--- config.mk ---
export PLATFORM = sky130hd
export DESIGN_NAME = exec_pkt_dispatch
export DESIGN_NICKNAME = d
export VERILOG_FILES = /design/src/rtl/epd_pkg.sv /design/src/rtl/epd_span_find.sv /design/src/rtl/epd_lane_gate.sv /design/src/rtl/exec_pkt_dispatch.sv
export SDC_FILE = /design/constraint.sdc
export NUM_CORES = 1
export LEC_CHECK = 0
export ABC_AREA = 1
export BUFFER_PORTS_ARGS = -buffer_cell sky130_fd_sc_hd__buf_2
export CAP_MARGIN = 30
export CORE_ASPECT_RATIO = 1.1
export CORE_UTILIZATION = 40
export CTS_CLUSTER_SIZE = 16
export DETAILED_ROUTE_END_ITERATION = 8
export GPL_TIMING_DRIVEN = 0
export SLEW_MARGIN = 10
export SYNTH_ARGS = -nofsm -noshare
export SYNTH_HDL_FRONTEND = slang
export SYNTH_SLANG_ARGS = --single-unit
--- constraint.sdc ---
create_clock -name clk -period 9.4 [get_ports clk]
set_clock_uncertainty 0.2 [all_clocks]
set_input_delay 2.82 -clock clk [delete_from_list [all_inputs] [get_ports clk]]
set_output_delay 2.82 -clock clk [all_outputs]
set_load 0.02 [all_outputs]
--- src/rtl/epd_pkg.sv ---
package epd_pkg;
    localparam int unsigned SLOTS_DEF = 8;
    localparam int unsigned IW_DEF    = 32;
endpackage

--- src/rtl/epd_span_find.sv ---
module epd_span_find #(
    parameter int unsigned SLOTS = 8,
    localparam int unsigned PTR_W = $clog2(SLOTS)
) (
    input  logic [SLOTS-1:0] chain,
    input  logic [PTR_W-1:0] start,
    output logic [SLOTS-1:0] span_mask,
    output logic [PTR_W-1:0] span_end,
    output logic             span_final
);
    always_comb begin
        logic open;
        open      = 1'b1;
        span_mask = '0;
        span_end  = PTR_W'(SLOTS - 1);
        for (int i = 0; i < int'(SLOTS); i++) begin
            if (i >= int'(start)) begin
                span_mask[i] = open;
                if (open && (!chain[i] || i == int'(SLOTS) - 1)) begin
                    span_end = PTR_W'(i);
                    open     = 1'b0;
                end
            end
        end
        span_final = (span_end == PTR_W'(SLOTS - 1));
    end
endmodule

--- src/rtl/epd_lane_gate.sv ---
module epd_lane_gate #(
    parameter int unsigned SLOTS = 8,
    parameter int unsigned IW    = 32
) (
    input  logic [SLOTS*IW-1:0] words_in,
    input  logic [SLOTS-1:0]    lane_en,
    output logic [SLOTS*IW-1:0] words_out
);
    for (genvar g = 0; g < SLOTS; g++) begin : g_lane
        assign words_out[g*IW +: IW] = lane_en[g] ? words_in[g*IW +: IW] : '0;
    end
endmodule

--- src/rtl/exec_pkt_dispatch.sv ---
module exec_pkt_dispatch
    import epd_pkg::*;
#(
    parameter int unsigned SLOTS = SLOTS_DEF,
    parameter int unsigned IW    = IW_DEF,
    localparam int unsigned PTR_W = $clog2(SLOTS),
    localparam int unsigned FP_W  = SLOTS * IW
) (
    input  logic            clk,
    input  logic            rst,
    input  logic            fp_valid,
    input  logic [FP_W-1:0] fp_data,
    output logic            fp_ready,
    input  logic            iss_stall,
    output logic            iss_valid,
    output logic [SLOTS-1:0] iss_mask,
    output logic [FP_W-1:0] iss_words
);
    typedef struct packed {
        logic             held;
        logic [PTR_W-1:0] ptr;
        logic [FP_W-1:0]  pkt;
        logic             ivalid;
        logic [SLOTS-1:0] imask;
        logic [FP_W-1:0]  iwords;
    } st_t;

    st_t st_d, st_q;

    logic [SLOTS-1:0] chain_bits;
    logic [SLOTS-1:0] span_mask;
    logic [PTR_W-1:0] span_end;
    logic             span_final;
    logic [FP_W-1:0]  gated_words;

    for (genvar g = 0; g < SLOTS; g++) begin : g_chain
        assign chain_bits[g] = st_q.pkt[g*IW];
    end

    epd_span_find #(.SLOTS(SLOTS)) u_span (
        .chain      (chain_bits),
        .start      (st_q.ptr),
        .span_mask  (span_mask),
        .span_end   (span_end),
        .span_final (span_final)
    );

    epd_lane_gate #(.SLOTS(SLOTS), .IW(IW)) u_gate (
        .words_in  (st_q.pkt),
        .lane_en   (span_mask),
        .words_out (gated_words)
    );

    always_comb begin
        st_d     = st_q;
        fp_ready = !iss_stall && (!st_q.held || span_final);
        if (!iss_stall) begin
            st_d.ivalid = st_q.held;
            st_d.imask  = st_q.held ? span_mask   : '0;
            st_d.iwords = st_q.held ? gated_words : '0;
            if (st_q.held) begin
                if (span_final) begin
                    st_d.held = 1'b0;
                    st_d.ptr  = '0;
                end else begin
                    st_d.ptr = span_end + PTR_W'(1);
                end
            end
            if (fp_valid && fp_ready) begin
                st_d.held = 1'b1;
                st_d.pkt  = fp_data;
                st_d.ptr  = '0;
            end
        end
    end

    always_ff @(posedge clk) begin
        if (rst) begin
            st_q <= '0;
        end else begin
            st_q <= st_d;
        end
    end

    assign iss_valid = st_q.ivalid;
    assign iss_mask  = st_q.imask;
    assign iss_words = st_q.iwords;
endmodule

==> results of run 1 <==
per-stage QoR:
step,hold WS [ns],std cells,setup slack (ns),area (um2)
finish,0.2539,3898,2.368,25760
global route,0.2710,3892,2.368,25750
CTS,0.2568,3890,2.385,25740
detailed placement,0.2514,3793,2.391,24010
global placement,0.2448,3793,2.424,24010
floorplan,0.2367,2610,2.909,20570
placed cells by master, fill, tap and decap left out, types with 12 or more instances in the layout:
cell type	count
buf_2	582
clkbuf_1	146
clkbuf_8	12
dfxtp_1	525
nand3_1	41
a21oi_1	523
nand2_1	884
nand4_1	128
buf_4	264
inv_1	13
clkbuf_16	55
registers in the layout, indices dropped and copies added (netlist names):
name and cells:
chain_bits 8, iss_mask 8, iss_valid 1, iss_words 256, st_q 252
path summary, 6_finish.rpt:
path         cells past startpoint  slack, ns  startpoint             to
max                              4       2.37   iss_stall       fp_ready
min                              2       0.25   st_q[336]  iss_words[71]
max reg2reg                     17       5.01   st_q[523]  chain_bits[0]
min reg2reg                      2       0.25   st_q[336]  iss_words[71]
layer usage:
layer | share of wire | wire [um]
met5 | 0.0023 | 152
met4 | 0.025 | 1650
met3 | 0.085 | 5670
met2 | 0.48 | 31940
met1 | 0.41 | 27110
worst max-delay path: stages:
cell	delay (ns)
buf_2	0.22
clkbuf_1	0.61
nor2_1	0.12
buf_2	0.23
power by group through the flow:
| stage | clock (W) | combinational, W | sequential [W] |
|---|---|---|---|
| 2_1_floorplan | 0 | 0.000162 | 0.00235 |
| 3_3_place_gp | 0 | 0.000290 | 0.00235 |
| 3_5_place_dp | 0 | 0.000295 | 0.00235 |
| 4_1_cts | 0.00214 | 0.000297 | 0.00231 |
| 5_1_grt | 0.00223 | 0.000326 | 0.00231 |
| 6_report | 0.00210 | 0.000294 | 0.00231 |
kinds of logic (layout without fill, tap and decap cells):
kind of cell	count (synthesis)	in the layout	share of synthesized area
AO/OA/AOI/OAI	531	531	0.1301
adder cells (fa/ha/maj)	2	2	0.001216
flip-flops	525	525	0.5110
buffers and inverters	479	1099	0.1406
AND/OR/NAND/NOR	1073	1073	0.2170
other	0	8	0
cell type report:
cell class | instances | area share
clock inverters | 15 | 0.005196
diodes | 8 | 0.0007770
multi-input cells | 1606 | 0.2781
repair buffers | 523 | 0.1016
plain buffers | 463 | 0.1100
well taps | 660 | 0.03205
clock buffers | 82 | 0.06202
inverters | 16 | 0.002331
flip-flops and latches | 525 | 0.4079
==> flow_metrics.env, run 1 <==
export IMPL_fin_nets=3451
export IMPL_power_density_mw_per_mm2=182.5
export IMPL_grt_pass1_wl_um=98600
export IMPL_dp_hpwl_um=50910
export IMPL_grt_use_met2=0.4164
export IMPL_hold_viol_final=0
export IMPL_antenna_found_initial=20
export IMPL_numPortBuffers=523
export IMPL_grt_busiest_layer="met2"
export IMPL_regArea_mm2=0.01051
export IMPL_postRouteAntennaNets=0
export IMPL_pwr_share_comb=0.063
export IMPL_grt_max_degree=14
export IMPL_path_clk_slew_ns=0.06
export IMPL_cp_max_fo=10
export IMPL_p_leak_nw=10.97
export IMPL_gr_usage_met1=0.2936
export IMPL_ir_worst_vdd_mv=0.1500
export IMPL_avgSynthCellArea_um2=7.881
export IMPL_pwr_share_seq=0.491
export IMPL_clkPwrFrac=0.447
export IMPL_synth_cell_types=28
export IMPL_vias=18997
export IMPL_yosys_warnings=0
export IMPL_wire_per_inst_um=17.07
export IMPL_max_clock_freq_mhz=142.2
export IMPL_synth_top_area_frac=0.5110
export IMPL_synthArstFlopShare=0
export IMPL_dieWidth_um=218.2
export IMPL_yosysTopAreaCell="dfxtp_1"
export IMPL_drc=0
export IMPL_cts_root_buffer="clkbuf_16"
export IMPL_slew_headroom=0.3696
export IMPL_drt_total_wl_um=66530
export IMPL_synthTopCellsByCount="nand2_1, dfxtp_1, a21oi_1"
export IMPL_outcome="finished, final reports clean"
export IMPL_globalplace_congestion=0.8853
export IMPL_hp_class="reg -> reg"
export IMPL_ys_seq_area_frac=0.5110
export IMPL_met3_usage=0.07644
export IMPL_p_total_w=0.004702
export IMPL_p_int_w=0.003598
export IMPL_postCtsHoldBufs=0
export IMPL_synth_edf_count=0
export IMPL_post_route_period_util=0.7481
export IMPL_cp_required_ns=6.38
export IMPL_synth_seq_cells=525
export IMPL_fillers=4997
export IMPL_syn_area_mm2=0.02057
export IMPL_critPathKind="in -> out"
export IMPL_overflow=0
export IMPL_coreArea_mm2=0.05047
export IMPL_switching_share=0.2348
export IMPL_clockBufferDepth=3
export IMPL_multi_input_area_mm2=0.007166
export IMPL_vias_per_cell=4.874
export IMPL_chipHeight_um=239.8
export IMPL_first_global_vias=17964
export IMPL_drt_first_pass_iters=7
export IMPL_yosysMostFrequentCell="nand2_1"
export IMPL_ctsResizeCount=0
export IMPL_synth_area_leaders="dfxtp_1, nand2_1, a21oi_1, buf_4, nand4_1"
export IMPL_cts_tree="done"
export IMPL_grt_use_total=0.2449
export IMPL_start_kind="input pin"
export IMPL_synthCells=2610
export IMPL_syn_nets=2872
export IMPL_cts_sinks=525
export IMPL_crit_arrival_ns=4.01
export IMPL_finalSetupTns_ns=0
export IMPL_io_pins=526
export IMPL_drv_cap=0
export IMPL_finalCriticalPeriod_ns=7.032
export IMPL_cts_setup_buffers=0
export IMPL_drive_above_1_share=0.2929
export IMPL_setup_violations=0
export IMPL_syn_to_final_growth_pct=25.26
export IMPL_cts_made_buffers=54
export IMPL_maxSlewViolCount=0
export IMPL_synth_main_ff_cell="dfxtp_1"
export IMPL_die_area_mm2=0.05233
export IMPL_critPathCaptureType="output pin"
export IMPL_row_count=86
export IMPL_clock_latency_ns=0.59
export IMPL_initial_core_util=0.4076
export IMPL_htreeDepth=2
export IMPL_netSwitchingPower_w=0.001104
export IMPL_utilization=0.5105
export IMPL_drtIter0Drc=1029
export IMPL_rsz0062_at_grt="no"
export IMPL_worstMarginPinSlew_ns=0.9455
No activity file was read; power rests on OpenSTA's default activity.
==> inputs of run 2 (changes only) <==
--- a/config.mk
+++ b/config.mk
@@ -5,7 +5,7 @@
 export SDC_FILE = /design/constraint.sdc
 export NUM_CORES = 1
 export LEC_CHECK = 0
-export ABC_AREA = 1
+export ABC_AREA = 0
 export BUFFER_PORTS_ARGS = -buffer_cell sky130_fd_sc_hd__buf_2
 export CAP_MARGIN = 30
 export CORE_ASPECT_RATIO = 1.1
==> constraint.sdc (replaced) <==
create_clock -name clk -period 6.95 [get_ports clk]
set_clock_uncertainty 0.2 [all_clocks]
set_input_delay 2.085 -clock clk [delete_from_list [all_inputs] [get_ports clk]]
set_output_delay 2.085 -clock clk [all_outputs]
set_load 0.02 [all_outputs]
==> flow_metrics.env, run 2 <==
export IMPL_dp_hpwl_um=45400
export IMPL_layout_common_cells="buf_2, dfxtp_1, nand2_1"
export IMPL_final_cell_count_no_fill=3462
export IMPL_synth_top_area_frac=0.5368
export IMPL_critPathCaptureType="output pin"
export IMPL_cts_made_buffers=53
export IMPL_final_common_cell="buf_2"
export IMPL_cp_top_family="buffers and inverters"
export IMPL_chipHeight_um=234.0
export IMPL_maxSlewViolCount=0
export IMPL_clockBufferDepth=3
export IMPL_setup_violations=0
export IMPL_clkPwrFrac=0.457
export IMPL_outcome="finished, final reports clean"
export IMPL_path_cells="buf_2, clkbuf_1, clkbuf_1, nor2_1, buf_2"
export IMPL_postRouteAntennaNets=0
export IMPL_synth_seq_cells=525
export IMPL_vias=16711
export IMPL_cp_max_fo=10
export IMPL_cts_tree="done"
export IMPL_worstMarginPinSlew_ns=0.9257
export IMPL_vias_per_cell=4.827
export IMPL_die_area_mm2=0.04983
export IMPL_hp_class="reg -> reg"
export IMPL_crit_arrival_ns=3.49
export IMPL_utilization=0.5169
export IMPL_post_route_period_util=0.8312
export IMPL_met2_length_um=29170
export IMPL_reg2reg_depth=15
export IMPL_drv_cap=0
export IMPL_numPortBuffers=524
export IMPL_syn_to_final_growth_pct=26.82
export IMPL_synthArstFlopShare=0
export IMPL_switching_share=0.2273
export IMPL_fin_nets=3033
export IMPL_pwr_share_comb=0.055
export IMPL_fin_ws_ns=1.173
export IMPL_slew_headroom=0.3829
export IMPL_grt_max_degree=15
export IMPL_synth_edf_count=0
export IMPL_finalCriticalPeriod_ns=5.777
export IMPL_dieWidth_um=212.9
export IMPL_max_clock_freq_mhz=173.1
export IMPL_highest_layer="met5"
export IMPL_cp_slowest_cell="clkbuf_1"
export IMPL_ir_worst_vdd_mv=0.1872
export IMPL_grt_pass1_wl_um=87710
export IMPL_cp_required_ns=4.66
export IMPL_postCtsHoldBufs=0
export IMPL_ctsResizeCount=0
export IMPL_hold_viol_final=0
export IMPL_row_count=84
export IMPL_whs_path_depth=1
export IMPL_crit_path_max_incr_delay_ns=0.50
export IMPL_drive_above_1_share=0.3330
export IMPL_first_global_vias=16187
export IMPL_p_leak_nw=11.17
export IMPL_initial_core_util=0.4076
export IMPL_drt_total_wl_um=58980
export IMPL_wire_per_inst_um=17.04
export IMPL_largest_reg_flops=256
export IMPL_path_clk_slew_ns=0.06
export IMPL_drt_met1_wl_um=23470
export IMPL_fillers=4634
export IMPL_overflow=0
export IMPL_critPathBufInv=4
export IMPL_cts_sinks=525
export IMPL_p_int_w=0.004945
export IMPL_cts_root_buffer="clkbuf_16"
export IMPL_start_kind="input pin"
export IMPL_antenna_found_initial=17
export IMPL_synth_cell_types=42
export IMPL_power_density_mw_per_mm2=257.8
export IMPL_grt_use_total=0.2272
export IMPL_rsz0062_at_grt="no"
export IMPL_cts_setup_buffers=0
export IMPL_r2r_slack_ns=2.63
export IMPL_synthCells=2190
export IMPL_ys_seq_area_frac=0.5368
export IMPL_clock_latency_ns=0.58
export IMPL_critPathKind="in -> out"
export IMPL_globalplace_congestion=0.8634
export IMPL_yosysMostFrequentCell="dfxtp_1"
export IMPL_coreArea_mm2=0.04803
export IMPL_drtIter0Drc=768
export IMPL_yosys_warnings=0
export IMPL_synthTopCellsByCount="dfxtp_1, nand2_1, a21oi_1"
export IMPL_dpl_cell_count=3361
export IMPL_syn_nets=2452
export IMPL_synth_area_leaders="dfxtp_1, buf_4, nand2_1, a21oi_1, a22o_1"
export IMPL_place_ws_ns=1.132
export IMPL_wl_met3_um=4603
export IMPL_avgSynthCellArea_um2=8.940
export IMPL_drt_first_pass_iters=8
export IMPL_synth_main_ff_cell="dfxtp_1"
export IMPL_syn_area_mm2=0.01958
export IMPL_cp_depth=5
export IMPL_drc=0
export IMPL_htreeDepth=2
export IMPL_pwr_share_seq=0.488
export IMPL_finalSetupTns_ns=0
export IMPL_netSwitchingPower_w=0.001455
export IMPL_yosysTopAreaCell="dfxtp_1"
export IMPL_io_pins=526
[run 2: kinds of logic after synthesis]
group,Yosys count,share of synthesized area
AO/OA/AOI/OAI,557,0.1905
flip-flops,525,0.5368
adder cells (fa/ha/maj),2,0.001278
buffers and inverters,428,0.1377
AND/OR/NAND/NOR,677,0.1332
multiplexers,1,0.0005751
[run 2: power by group through the flow]
| stage | clock network (W) | logic, W | registers, W |
|---|---|---|---|
| after floorplan | 0 | 0.000193 | 0.00318 |
| after global placement | 0 | 0.000348 | 0.00318 |
| after detailed placement | 0 | 0.000357 | 0.00319 |
| after CTS | 0.00298 | 0.000358 | 0.00312 |
| after global routing | 0.00310 | 0.000394 | 0.00313 |
| final | 0.00293 | 0.000353 | 0.00312 |
[run 2: worst reg2reg max path, stage by stage, from the launching register on]
cell	delay, ns
dfxtp_1	0.36
buf_2	0.22
buf_2	0.24
mux2_2	0.36
o32ai_1	0.13
nor3b_1	0.10
or2_2	0.28
ha_1	0.20
ha_1	0.23
nor2b_1	0.19
or2_2	0.14
clkbuf_1	0.23
clkbuf_1	0.70
clkbuf_1	0.43
nand2_1	0.10
a21oi_1	0.15
[run 2: worst paths after layout]
path / startpoint / end
setup / recovery: iss_stall / fp_ready
hold / removal: iss_mask[4] / iss_mask[4]
setup reg to reg: st_q[522] / st_q[321]
hold reg to reg: iss_mask[4] / iss_mask[4]
[run 2: routing by layer]
metal | GRT usage | vias up
met4 | 0.08049 | 22
met1 | 0.2575 | 7831
li1 | - | 8264
met3 | 0.06937 | 115
met2 | 0.4005 | 479
met5 | 0 | -
[run 2: area by class of cell]
cell class	instances	area [um2]	area share
clock inverter	22	269.0	0.01083
timing repair buffer	526	2649	0.1067
clock buffer	73	1511	0.06087
inverter	4	15.01	0.0006047
multi-input combinational	1237	6372	0.2567
sequential	525	10510	0.4233
antenna	6	15.01	0.0006047
tap	645	807.0	0.03250
buffer	424	2680	0.1079
[run 2: through the flow]
step	cell area [um2]	power, W	hold WS, ns
floorplan	19580	0.003369	0.2272
global placement	23010	0.003532	0.2356
detailed placement	23030	0.003544	0.2418
CTS	24810	0.006456	0.2543
global route	24820	0.006622	0.2676
finish	24830	0.006400	0.2512
